$ cat config.mk
export PLATFORM = sky130hd
export DESIGN_NAME = tdm_seq
export DESIGN_NICKNAME = d
export VERILOG_FILES = /design/src/rtl/tdm_seq.sv
export SDC_FILE = /design/constraint.sdc
export NUM_CORES = 1
export LEC_CHECK = 0
export BUFFER_PORTS_ARGS = -buffer_cell sky130_fd_sc_hd__buf_2
export CAP_MARGIN = 30
export CORE_AREA = 2 2 39 41
export CTS_CLUSTER_DIAMETER = 60
export DETAILED_ROUTE_END_ITERATION = 8
export DIE_AREA = 0 0 41 43
export PLACE_DENSITY = 0.64
export SLEW_MARGIN = 15
export SYNTH_ARGS = -nofsm -noshare
export SYNTH_HDL_FRONTEND = slang
export SYNTH_SLANG_ARGS = --single-unit
$ cat constraint.sdc
create_clock -name clk -period 1.6 [get_ports clk]
set_input_delay 0.08 -clock clk [delete_from_list [all_inputs] [get_ports clk]]
set_output_delay 0.08 -clock clk [all_outputs]
set_load 0.005 [all_outputs]
$ cat src/rtl/tdm_seq.sv
module tdm_seq #(
  parameter int NCH  = 8,
  parameter int SLOT = 4,
  parameter int DEAD = 1
) (
  input  logic           clk,
  input  logic           rst_n,
  input  logic           train_req,
  output logic [NCH-1:0] hold,
  output logic [NCH-1:0] sel,
  output logic           train_en
);
  localparam int CW = (NCH > 1) ? $clog2(NCH) : 1;
  localparam int PW = $clog2(SLOT);

  logic [PW-1:0] ph;
  logic [CW-1:0] cnt;
  logic          run;

  wire           slot_end  = (ph == PW'(SLOT - 1));
  wire           frame_end = slot_end && (cnt == CW'(NCH - 1));
  wire [CW-1:0]  gry       = cnt ^ (cnt >> 1);
  wire           conn      = (ph >= PW'(DEAD));

  always_ff @(posedge clk or negedge rst_n) begin
    if (!rst_n) begin
      ph       <= '0;
      cnt      <= '0;
      run      <= 1'b0;
      train_en <= 1'b0;
    end else begin
      ph       <= slot_end ? '0 : ph + 1'b1;
      train_en <= train_req;
      if (slot_end) cnt <= frame_end ? '0 : cnt + 1'b1;
      if (frame_end) run <= 1'b1;
    end
  end

  always_comb begin
    hold = '0;
    sel  = '0;
    if (run) begin
      hold[gry] = 1'b1;
      sel[gry]  = conn;
    end
  end
endmodule

==> flow_summary.json <==
{
  "outcome": "finished, final reports clean",
  "syn_to_final_growth_pct": 45.5,
  "ys_dominant_reg_cell": "dfrtp_1",
  "placement_rows": 14,
  "portBuffers": 19,
  "cp_num_buf_inv": 2,
  "first_pass_iters": 2,
  "nNetsFinal": 81,
  "register_area_um2": 175,
  "setup_viol": 0,
  "synth.top_cell.area_share_pct": 43.3,
  "power.total_uw": 350,
  "synth_top_area_cell": "dfrtp_1",
  "die_w_um": 41,
  "grt_use_total_pct": 11.2,
  "synth_commonest_cells": "nor2_1 (14), dfrtp_1 (7), ha_1 (4), inv_1 (4), nand2_1 (4)",
  "period_share_pct": 96.8,
  "syn_nets": 53,
  "synth.most_common_cell": "nor2_1",
  "synth_cells": 46,
  "via_count": 413,
  "hold_violations": 0,
  "layout.cells.non_filler": 89,
  "die_h_um": 43,
  "vdd_drop_max_uv": 298,
  "cpMaxStageDelayCell": "or3b_4",
  "synth_edf_count": 0,
  "max_freq_mhz": 646,
  "fin_ws_ps": 51.7,
  "cp.required_ps": 1520,
  "drive_gt1_share_pct": 42.5,
  "grt_pass1_vias": 357,
  "cp-start-kind": "flip-flop",
  "leakage_uw": 0.000336,
  "drtIter0Drc": 5,
  "place_ws_ps": 281,
  "cts_buffers": 3,
  "synth_area_leaders": "dfrtp_1 (43%), nor2_1 (13%), ha_1 (12%), nor3_1 (3.7%), inv_1 (3.7%)",
  "ys_warn_count": 0,
  "gp_congestion": 0.704,
  "cp_cell_sequence": "inv_1, ha_2, or3b_4, nor3_2, buf_2",
  "cts.sinks": 7,
  "clk_path_buf_depth": 2,
  "yosys.cell_types.count": 14,
  "initial_core_util_pct": 29.2,
  "worst_slew_pin_slew_ps": 232,
  "synth_area_um2": 404,
  "max_slew_margin_pct": 84.5,
  "multiInputGateArea_um2": 221,
  "drc": 0,
  "ys_ff_latch": 7,
  "synthArstFlopShare_pct": 100,
  "insertedDiodeCount": 0,
  "vias_per_cell": 4.64,
  "critPathKind": "flip-flop to primary output",
  "rsz0062_at_grt": "true",
  "cp_top_family": "simple AND/OR/NAND/NOR gates",
  "synth.avg_cell_area_um2": 8.79,
  "cap_violations": 0,
  "crit_fanout": 4,
  "fillerInstances": 151,
  "antenna_left": 0,
  "wl_um": 884,
  "grt_max_degree": 9,
  "place_inst": 82,
  "min_period_ps": 1550,
  "cts_max_level": 1,
  "final_core_util_pct": 42.5,
  "antenna_found_initial": 0,
  "dieArea_um2": 1760,
  "clk_latency_ps": 250,
  "cp_slowest_stage_delay_ps": 420,
  "gr-total-overflow": 0,
  "timing.hold.ws_ps": 186,
  "setup.worst_path.end_class": "primary output",
  "power_density_nw_per_um2": 596,
  "fin_skew_ps": 1.40,
  "root_buffer": "clkbuf_4",
  "ys_seq_area_share_pct": 43.3,
  "grt_pass1_wl_mm": 1.30,
  "clk_pin_slew_ps": 50,
  "hold_path_class": "primary input to asynchronous set/reset pin",
  "core_area_um2": 1380,
  "routedWlPerCell_um": 9.93,
  "slew_viol_final": 0,
  "ios": 20,
  "cts_tree": "done",
  "hpwl_um": 685,
  "arrival_ps": 1470
}
where the power goes:
part | internal [uW] | switching, uW
clock network | 95.2 | 65.9
logic | 5.74 | 4.69
registers | 179 | 0.318
state kept, by name, summed over array words and instances (netlist names):
name      cells
run           1
train_en      1
cnt           3
ph            2
metal layers:
metal	vias to the layer above	track usage, %	wire [um]
met4	0	10.0	14
met5	-	0	0
li1	205	-	-
met2	17	17.8	393
met3	2	1.57	66
met1	189	11.7	409
worst register-to-register path: cells and delay by family (launching register included):
kind       cells  cell delay, ps
fa+ha+maj      1             270
buf+inv        1             110
mux            1             360
flops          1             340
cell families after synthesis:
kind of cell / share of synthesized area, %
flops: 43.3
simple gates: 32.5
compound gates: 5.26
buf+inv: 3.71
mux: 2.79
fa+ha+maj: 12.4
worst paths after layout:
kind | start | to | slack, ps | cells past startpoint
setup reg to reg | ph[0]$_DFF_PN0_ | cnt[0]$_DFFE_PN0P_ | 410 | 3
setup / recovery | ph[0]$_DFF_PN0_ | sel[0] | 50 | 5
hold / removal | rst_n | cnt[0]$_DFFE_PN0P_ | 190 | 2
min in group clk | train_req | train_en$_DFF_PN0_ | 480 | 2
hold reg to reg | ph[0]$_DFF_PN0_ | ph[0]$_DFF_PN0_ | 510 | 2
max in group asynchronous | rst_n | cnt[1]$_DFFE_PN0P_ | 1260 | 2
layout by cell type, fill, tap and decap left out:
cell / count
buf_2: 19
nor2_1: 13
dfrtp_1: 7
inv_1: 4
nand2_1: 4
nor3_1: 3
clkbuf_4: 3
nand2b_1: 2
o22ai_1: 2
ha_2: 2
ha_1: 2
dlygate4sd3_1: 2
buf_4: 2
nand3b_1: 1
or3b_4: 1
nor2_2: 1
nor3_2: 1
or2b_1: 1
a21o_2: 1
mux2_2: 1
clkbuf_1: 1
final cells by class:
cell class | instances | area share [%]
Sequential cell | 7 | 29.8
Timing Repair Buffer | 23 | 22.1
Clock buffer | 4 | 4.47
Multi-Input combinational cell | 35 | 37.7
Inverter | 4 | 2.55
Tap cell | 16 | 3.40
metrics by stage:
step / setup TNS, ps / instance area, um^2
3_5_place_dp: 0 / 527
6_report: 0 / 588
3_3_place_gp: 0 / 527
4_1_cts: 0 / 581
2_1_floorplan: 0 / 404
5_1_grt: -9.56 / 588
repair_timing:
item                       in CTS  in global routing
hold buffers                    2                  0
pin swaps                       0                  2
setup endpoints to repair       1                 11
hold endpoints to repair        8                  0
setup buffers                   1                  0
gates resized for setup         0                  3
Note: power is estimated with default switching activity, not from simulation.
